==> src/rtl/cwr_pkg.sv <==
package cwr_pkg;

    localparam int WORD_W = 16;
    localparam int CMD_W  = 4;
    localparam int DATA_W = WORD_W - CMD_W;
    localparam int MODE_W = 8;

    typedef enum logic [CMD_W-1:0] {
        OP_NOP    = 4'h0,
        OP_SETCFG = 4'h1
    } op_e;

    typedef struct packed {
        logic [CMD_W-1:0]  op;
        logic [DATA_W-1:0] arg;
    } cmd_word_t;

endpackage

==> src/rtl/cwr_sync.sv <==
module cwr_sync #(
    parameter int WIDTH  = 3,
    parameter int STAGES = 2,
    parameter logic [WIDTH-1:0] RST_VAL = '0
) (
    input  logic             clk,
    input  logic             rst_n,
    input  logic [WIDTH-1:0] async_i,
    output logic [WIDTH-1:0] sync_o
);

    logic [STAGES-1:0][WIDTH-1:0] stage_d, stage_q;

    always_comb begin
        stage_d[0] = async_i;
        for (int s = 1; s < STAGES; s++) begin
            stage_d[s] = stage_q[s-1];
        end
    end

    generate
        for (genvar g = 0; g < STAGES; g++) begin : g_stage
            always_ff @(posedge clk or negedge rst_n) begin
                if (!rst_n) begin
                    stage_q[g] <= RST_VAL;
                end else begin
                    stage_q[g] <= stage_d[g];
                end
            end
        end
    endgenerate

    assign sync_o = stage_q[STAGES-1];

endmodule

==> src/rtl/cwr_deser.sv <==
module cwr_deser
    import cwr_pkg::*;
#(
    parameter int BITS = WORD_W
) (
    input  logic            clk,
    input  logic            rst_n,
    input  logic            sclk_s,
    input  logic            mosi_s,
    input  logic            cs_n_s,
    output logic            word_vld_o,
    output logic [BITS-1:0] word_o
);

    localparam int CNT_W = $clog2(BITS + 2);
    localparam logic [CNT_W-1:0] CNT_FULL = CNT_W'(BITS);
    localparam logic [CNT_W-1:0] CNT_OVER = CNT_W'(BITS + 1);

    typedef struct packed {
        logic             sclk_prev;
        logic             cs_prev;
        logic [BITS-1:0]  shreg;
        logic [CNT_W-1:0] cnt;
        logic             vld;
        logic [BITS-1:0]  word;
    } deser_t;

    deser_t st_d, st_q;
    logic   sclk_rise;
    logic   cs_rise;

    always_comb begin
        st_d           = st_q;
        st_d.vld       = 1'b0;
        st_d.sclk_prev = sclk_s;
        st_d.cs_prev   = cs_n_s;
        sclk_rise      = sclk_s & ~st_q.sclk_prev;
        cs_rise        = cs_n_s & ~st_q.cs_prev;

        if (cs_n_s) begin
            // select idle: close the frame, accept only an exact-length word
            if (cs_rise && (st_q.cnt == CNT_FULL)) begin
                st_d.vld  = 1'b1;
                st_d.word = st_q.shreg;
            end
            st_d.cnt = '0;
        end else if (sclk_rise) begin
            st_d.shreg = {st_q.shreg[BITS-2:0], mosi_s};
            if (st_q.cnt != CNT_OVER) begin
                st_d.cnt = st_q.cnt + 1'b1;
            end
        end
    end

    always_ff @(posedge clk or negedge rst_n) begin
        if (!rst_n) begin
            st_q.sclk_prev <= 1'b0;
            st_q.cs_prev   <= 1'b1;
            st_q.shreg     <= '0;
            st_q.cnt       <= '0;
            st_q.vld       <= 1'b0;
            st_q.word      <= '0;
        end else begin
            st_q <= st_d;
        end
    end

    assign word_vld_o = st_q.vld;
    assign word_o     = st_q.word;

endmodule

==> src/rtl/cwr_decode.sv <==
module cwr_decode
    import cwr_pkg::*;
#(
    parameter int MODE_BITS = MODE_W
) (
    input  logic                 clk,
    input  logic                 rst_n,
    input  logic                 word_vld_i,
    input  cmd_word_t            word_i,
    output logic [MODE_BITS-1:0] mode_o,
    output logic                 mode_stb_o,
    output logic                 err_o
);

    typedef struct packed {
        logic [MODE_BITS-1:0] mode;
        logic                 stb;
        logic                 err;
    } dec_t;

    dec_t st_d, st_q;
    logic unused_arg_hi;

    assign unused_arg_hi = ^word_i.arg[DATA_W-1:MODE_BITS];

    always_comb begin
        st_d     = st_q;
        st_d.stb = 1'b0;
        if (word_vld_i) begin
            case (word_i.op)
                OP_NOP: begin
                end
                OP_SETCFG: begin
                    st_d.mode = word_i.arg[MODE_BITS-1:0];
                    st_d.stb  = 1'b1;
                end
                default: begin
                    st_d.err = 1'b1;
                end
            endcase
        end
    end

    always_ff @(posedge clk or negedge rst_n) begin
        if (!rst_n) begin
            st_q <= '0;
        end else begin
            st_q <= st_d;
        end
    end

    assign mode_o     = st_q.mode;
    assign mode_stb_o = st_q.stb;
    assign err_o      = st_q.err;

endmodule

==> src/rtl/cmd_word_rx.sv <==
module cmd_word_rx
    import cwr_pkg::*;
#(
    parameter int SYNC_STAGES = 2,
    parameter int MODE_BITS   = MODE_W
) (
    input  logic                 clk,
    input  logic                 rst_n,
    input  logic                 sclk_i,
    input  logic                 mosi_i,
    input  logic                 cs_n_i,
    output logic [MODE_BITS-1:0] mode_o,
    output logic                 mode_stb_o,
    output logic                 cmd_err_o
);

    // bit order of the synchronised bundle
    localparam int IDX_SCLK = 0;
    localparam int IDX_MOSI = 1;
    localparam int IDX_CSN  = 2;
    localparam int N_SYNC   = 3;

    logic [N_SYNC-1:0] raw_in;
    logic [N_SYNC-1:0] sync_in;
    logic              word_vld;
    logic [WORD_W-1:0] word_raw;
    cmd_word_t         word;

    assign raw_in[IDX_SCLK] = sclk_i;
    assign raw_in[IDX_MOSI] = mosi_i;
    assign raw_in[IDX_CSN]  = cs_n_i;

    cwr_sync #(
        .WIDTH   (N_SYNC),
        .STAGES  (SYNC_STAGES),
        .RST_VAL (N_SYNC'(1) << IDX_CSN)
    ) u_sync (
        .clk     (clk),
        .rst_n   (rst_n),
        .async_i (raw_in),
        .sync_o  (sync_in)
    );

    cwr_deser #(
        .BITS (WORD_W)
    ) u_deser (
        .clk        (clk),
        .rst_n      (rst_n),
        .sclk_s     (sync_in[IDX_SCLK]),
        .mosi_s     (sync_in[IDX_MOSI]),
        .cs_n_s     (sync_in[IDX_CSN]),
        .word_vld_o (word_vld),
        .word_o     (word_raw)
    );

    assign word = cmd_word_t'(word_raw);

    cwr_decode #(
        .MODE_BITS (MODE_BITS)
    ) u_decode (
        .clk        (clk),
        .rst_n      (rst_n),
        .word_vld_i (word_vld),
        .word_i     (word),
        .mode_o     (mode_o),
        .mode_stb_o (mode_stb_o),
        .err_o      (cmd_err_o)
    );

endmodule

==> config.mk <==
export PLATFORM = sky130hd
export DESIGN_NAME = cmd_word_rx
export DESIGN_NICKNAME = d
export VERILOG_FILES = /design/src/rtl/cwr_pkg.sv /design/src/rtl/cwr_sync.sv /design/src/rtl/cwr_deser.sv /design/src/rtl/cwr_decode.sv /design/src/rtl/cmd_word_rx.sv
export SDC_FILE = /design/constraint.sdc
export NUM_CORES = 1
export LEC_CHECK = 0
export BUFFER_PORTS_ARGS = -buffer_cell sky130_fd_sc_hd__clkbuf_2
export CAP_MARGIN = 20
export CELL_PAD_IN_SITES_DETAIL_PLACEMENT = 1
export CELL_PAD_IN_SITES_GLOBAL_PLACEMENT = 2
export CORE_UTILIZATION = 33
export DETAILED_ROUTE_END_ITERATION = 10
export PLACE_DENSITY = 0.68
export SYNTH_ARGS = -nofsm -noshare
export SYNTH_HDL_FRONTEND = slang
export SYNTH_SLANG_ARGS = --single-unit
==> constraint.sdc <==
create_clock -name clk -period 3.54 [get_ports clk]
set_input_delay 1.062 -clock clk [delete_from_list [all_inputs] [get_ports clk]]
set_output_delay 1.062 -clock clk [all_outputs]
set_load 0.02 [all_outputs]
==> run_results.csv <==
group,metric,value,unit
timing,period_needed,1.92,ns
pwr,ir_drop,0.298,mV
worst_setup_path,critPathMaxStageDelay,0.40,ns
min_path,worstHoldPathType,"flip-flop to flip-flop",
global_routing,grt.overflow.total,0,
logic_synthesis,ys_ff_latch,52,
timing,maxSlewHeadroom,0.455,
pwr,leakagePower,1.16,nW
worst_setup_path,crit_type,"flip-flop to output pin",
logic_synthesis,syn_area,2020,µm²
cells_and_area,final_util,0.384,
floorplan,die_h,80.3,µm
min_path,whs_endpoint,"u_sync.sync_o[0]$_DFF_PN0_",
cells_and_area,drive_gt1_frac,0.479,
timing,min_period_over_period,0.543,
cts,clk_latency,0.30,ns
floorplan,initial_core_util,0.342,
global_routing,grt_pass1_wl,5790,µm
global_routing,antenna_found_initial,0,
floorplan,coreArea,5920,µm²
worst_setup_path,path_buf_inv,1,
pwr,pwr-share-clk,0.309,
pwr,comb_power_share,0.068,
min_path,min_from,"u_sync.stage_d[3]$_DFF_PN0_",
pwr,power_switching,0.000247,W
floorplan,row_count,28,
worst_setup_path,cp_top_family,"flip-flops",
logic_synthesis,ys_types,23,
floorplan,pin_count,15,
placement,dp_hpwl,2230,µm
worst_setup_path,reg2reg_to,"u_deser.word_o[14]$_DFFE_PN0P_",
timing,finalSetupViolCount,0,
logic_synthesis,yosysWarnings,0,
cts,cts_inserted_buffers,5,
worst_setup_path,path_cells,"clkbuf_2",
worst_setup_path,critPathSlowestCell,"dfrtp_1",
worst_setup_path,start_kind,"flip-flop",
floorplan,die_x,80.3,µm
timing,finClkSkew,0.00459,ns
cells_and_area,final_common_cell,"dfrtp_1",
logic_synthesis,avgSynthCellArea,16.2,µm²
cts,root_buffer,"clkbuf_8",
detailed_routing,post_drt_wl_per_cell,14.3,µm
global_routing,grt_start_max_net_pins,24,
cts,clk_path_buf_depth,2,
min_path,hold_path_depth,0,
pwr,swShare,0.226,
detailed_routing,vias,1020,
logic_synthesis,postSynthCellCount,125,
pwr,p_int,0.000844,W
worst_setup_path,crit_fanout,2,
cts,ctsResizeCount,0,
timing,worst_slew_pin_slew,0.816,ns
timing,tns,0,ns
detailed_routing,avgViaCountPerCell,4.62,
detailed_routing,drc,0,
logic_synthesis,synth_top_cell_by_area,"dfrtp_1",
cells_and_area,layout_common_cells,"dfrtp_1 (49), mux2_2 (30), clkbuf_2 (14)",
cts,clk_pin_slew,0.09,ns
cts,cts_setup_buffers,0,
logic_synthesis,syn-num-nets,133,
cells_and_area,areaGrowthSynthToFinish,12.2,%
cts,htreeDepth,2,
global_routing,grt_pass1_vias,1088,
cells_and_area,layout.nets,153,
worst_setup_path,worstRegToRegCells,4,
placement,placed_area,2180,µm²
pwr,p_per_area,480,nW/µm²
cts,tritoncts,"yes",
cts,hold_buffers,0,
detailed_routing,ant_nets,0,
job,cap_violations,0,
logic_synthesis,synthTopCellsByArea,"dfrtp_1 (61%), mux2_2 (17%), mux2_4 (6.7%), dfstp_2 (3.9%), ha_1 (1.9%)",
logic_synthesis,synth.top_cell.area_share,0.606,
placement,numPortBuffers,14,
run_status,outcome,"finished clean",
cts,clock_sinks,52,
detailed_routing,dr.pass1.iters,3,
detailed_routing,first_iter_violations,36,
placement,gp_congestion,0.816,
timing,slew_viol_final,0,
worst_setup_path,r2r_start,"u_deser.st_q[17]$_DFFE_PN0P_",
floorplan,dieArea,6450,µm²
cells_and_area,antenna_cells,0,
timing,fmax,520,MHz
timing,rsz0062_at_grt,"false",
global_routing,track_usage,0.124,
logic_synthesis,yosysSeqAreaShare,0.645,
detailed_routing,wirelength,3160,µm
cells_and_area,final_cell_area,2270,µm²
worst_setup_path,critPathRequiredTime,2.48,ns
worst_setup_path,r2r_slack,1.77,ns
timing,hold_viol,0,
pwr,seqPwrFrac,0.623,
worst_setup_path,end_kind,"output pin",
worst_setup_path,worstPathArrival,0.86,ns
timing,hold_slack,0.356,ns
==> cell usage after synthesis <==
master / instances
buf_4: 1
buf_2: 1
inv_1: 4
nor4_4: 1
mux2_4: 9
nand4b_2: 1
buf_6: 1
mux2_2: 30
nand2_1: 4
mux2i_1: 1
a32o_1: 1
nor3b_2: 1
a21oi_1: 1
nor2b_1: 3
dfstp_2: 3
nor2_2: 1
o31ai_1: 1
ha_1: 3
dfrtp_1: 49
nor3b_1: 1
nand4_1: 2
nand2b_1: 2
nor2_1: 4
==> flip-flops by register name, summed over array words and instances (netlist names) <==
register	cells
u_deser.word_o	12
u_decode.mode_o	8
u_deser.word_vld_o	1
u_decode.err_o	1
u_sync.sync_o	3
u_deser.st_q	23
u_decode.mode_stb_o	1
u_sync.stage_d	3
==> logic make-up (layout without fill, tap and decap cells) <==
family	after synthesis	count (layout)	synth area share
AND/OR/NAND/NOR	20	20	0.0674
AO/OA/AOI/OAI	3	3	0.0111
multiplexers	40	40	0.239
buffers and inverters	7	28	0.0192
adder cells (fa/ha/maj)	3	3	0.0186
flip-flops	52	52	0.645
==> final cells by class <==
type                            instances  area (µm²)
Sequential cell                        52        1310
Timing Repair Buffer                   16        85.1
Tap cell                               75        93.8
Inverter                                4        15.0
Fill cell                             614        3650
Clock inverter                          2        10.0
Multi-Input combinational cell         66         679
Clock buffer                            6        82.6
==> worst max-delay path by stage <==
stage / startpoint / endpoint / slack [ns] / cells past startpoint
after global routing: u_decode.mode_o[3]$_DFFE_PN0P_ / mode_o[3] / 1.56 / 1
after CTS: u_decode.mode_o[3]$_DFFE_PN0P_ / mode_o[3] / 1.60 / 1
final: u_decode.mode_o[3]$_DFFE_PN0P_ / mode_o[3] / 1.62 / 1
after detailed placement: rst_n / u_sync.stage_d[4]$_DFF_PN0_ / 1.76 / 2
after floorplan: u_decode.mode_o[0]$_DFFE_PN0P_ / mode_o[0] / 2.05 / 0
after global placement: rst_n / u_deser.st_q[22]$_DFFE_PN0P_ / 1.80 / 2
==> through the flow <==
step / worst slack, ns / cells / power (W)
floorplan: 2.05 / 125 / 0.000732
global placement: 1.80 / 213 / 0.000761
detailed placement: 1.76 / 213 / 0.000770
CTS: 1.60 / 221 / 0.00112
global route: 1.56 / 221 / 0.00116
finish: 1.62 / 221 / 0.00109
==> power by group through the flow <==
stage	Combinational, W	Clock (W)	Sequential (W)
after floorplan	0.0000544	0	0.000678
after global placement	0.0000721	0	0.000689
after detailed placement	0.0000770	0	0.000693
after CTS	0.0000772	0.000359	0.000681
after global routing	0.0000837	0.000390	0.000690
final	0.0000744	0.000337	0.000679
==> per-layer routing <==
metal / part of all wire / wire [µm] / up-vias / global-route usage
met5: 0 / 0 / - / 0
met4: 0.014 / 43 / 0 / 0.0536
met3: 0.033 / 105 / 4 / 0.0420
met2: 0.48 / 1530 / 12 / 0.181
met1: 0.47 / 1480 / 536 / 0.167
li1: - / - / 468 / -
Note: power is estimated with default switching activity, not from simulation.
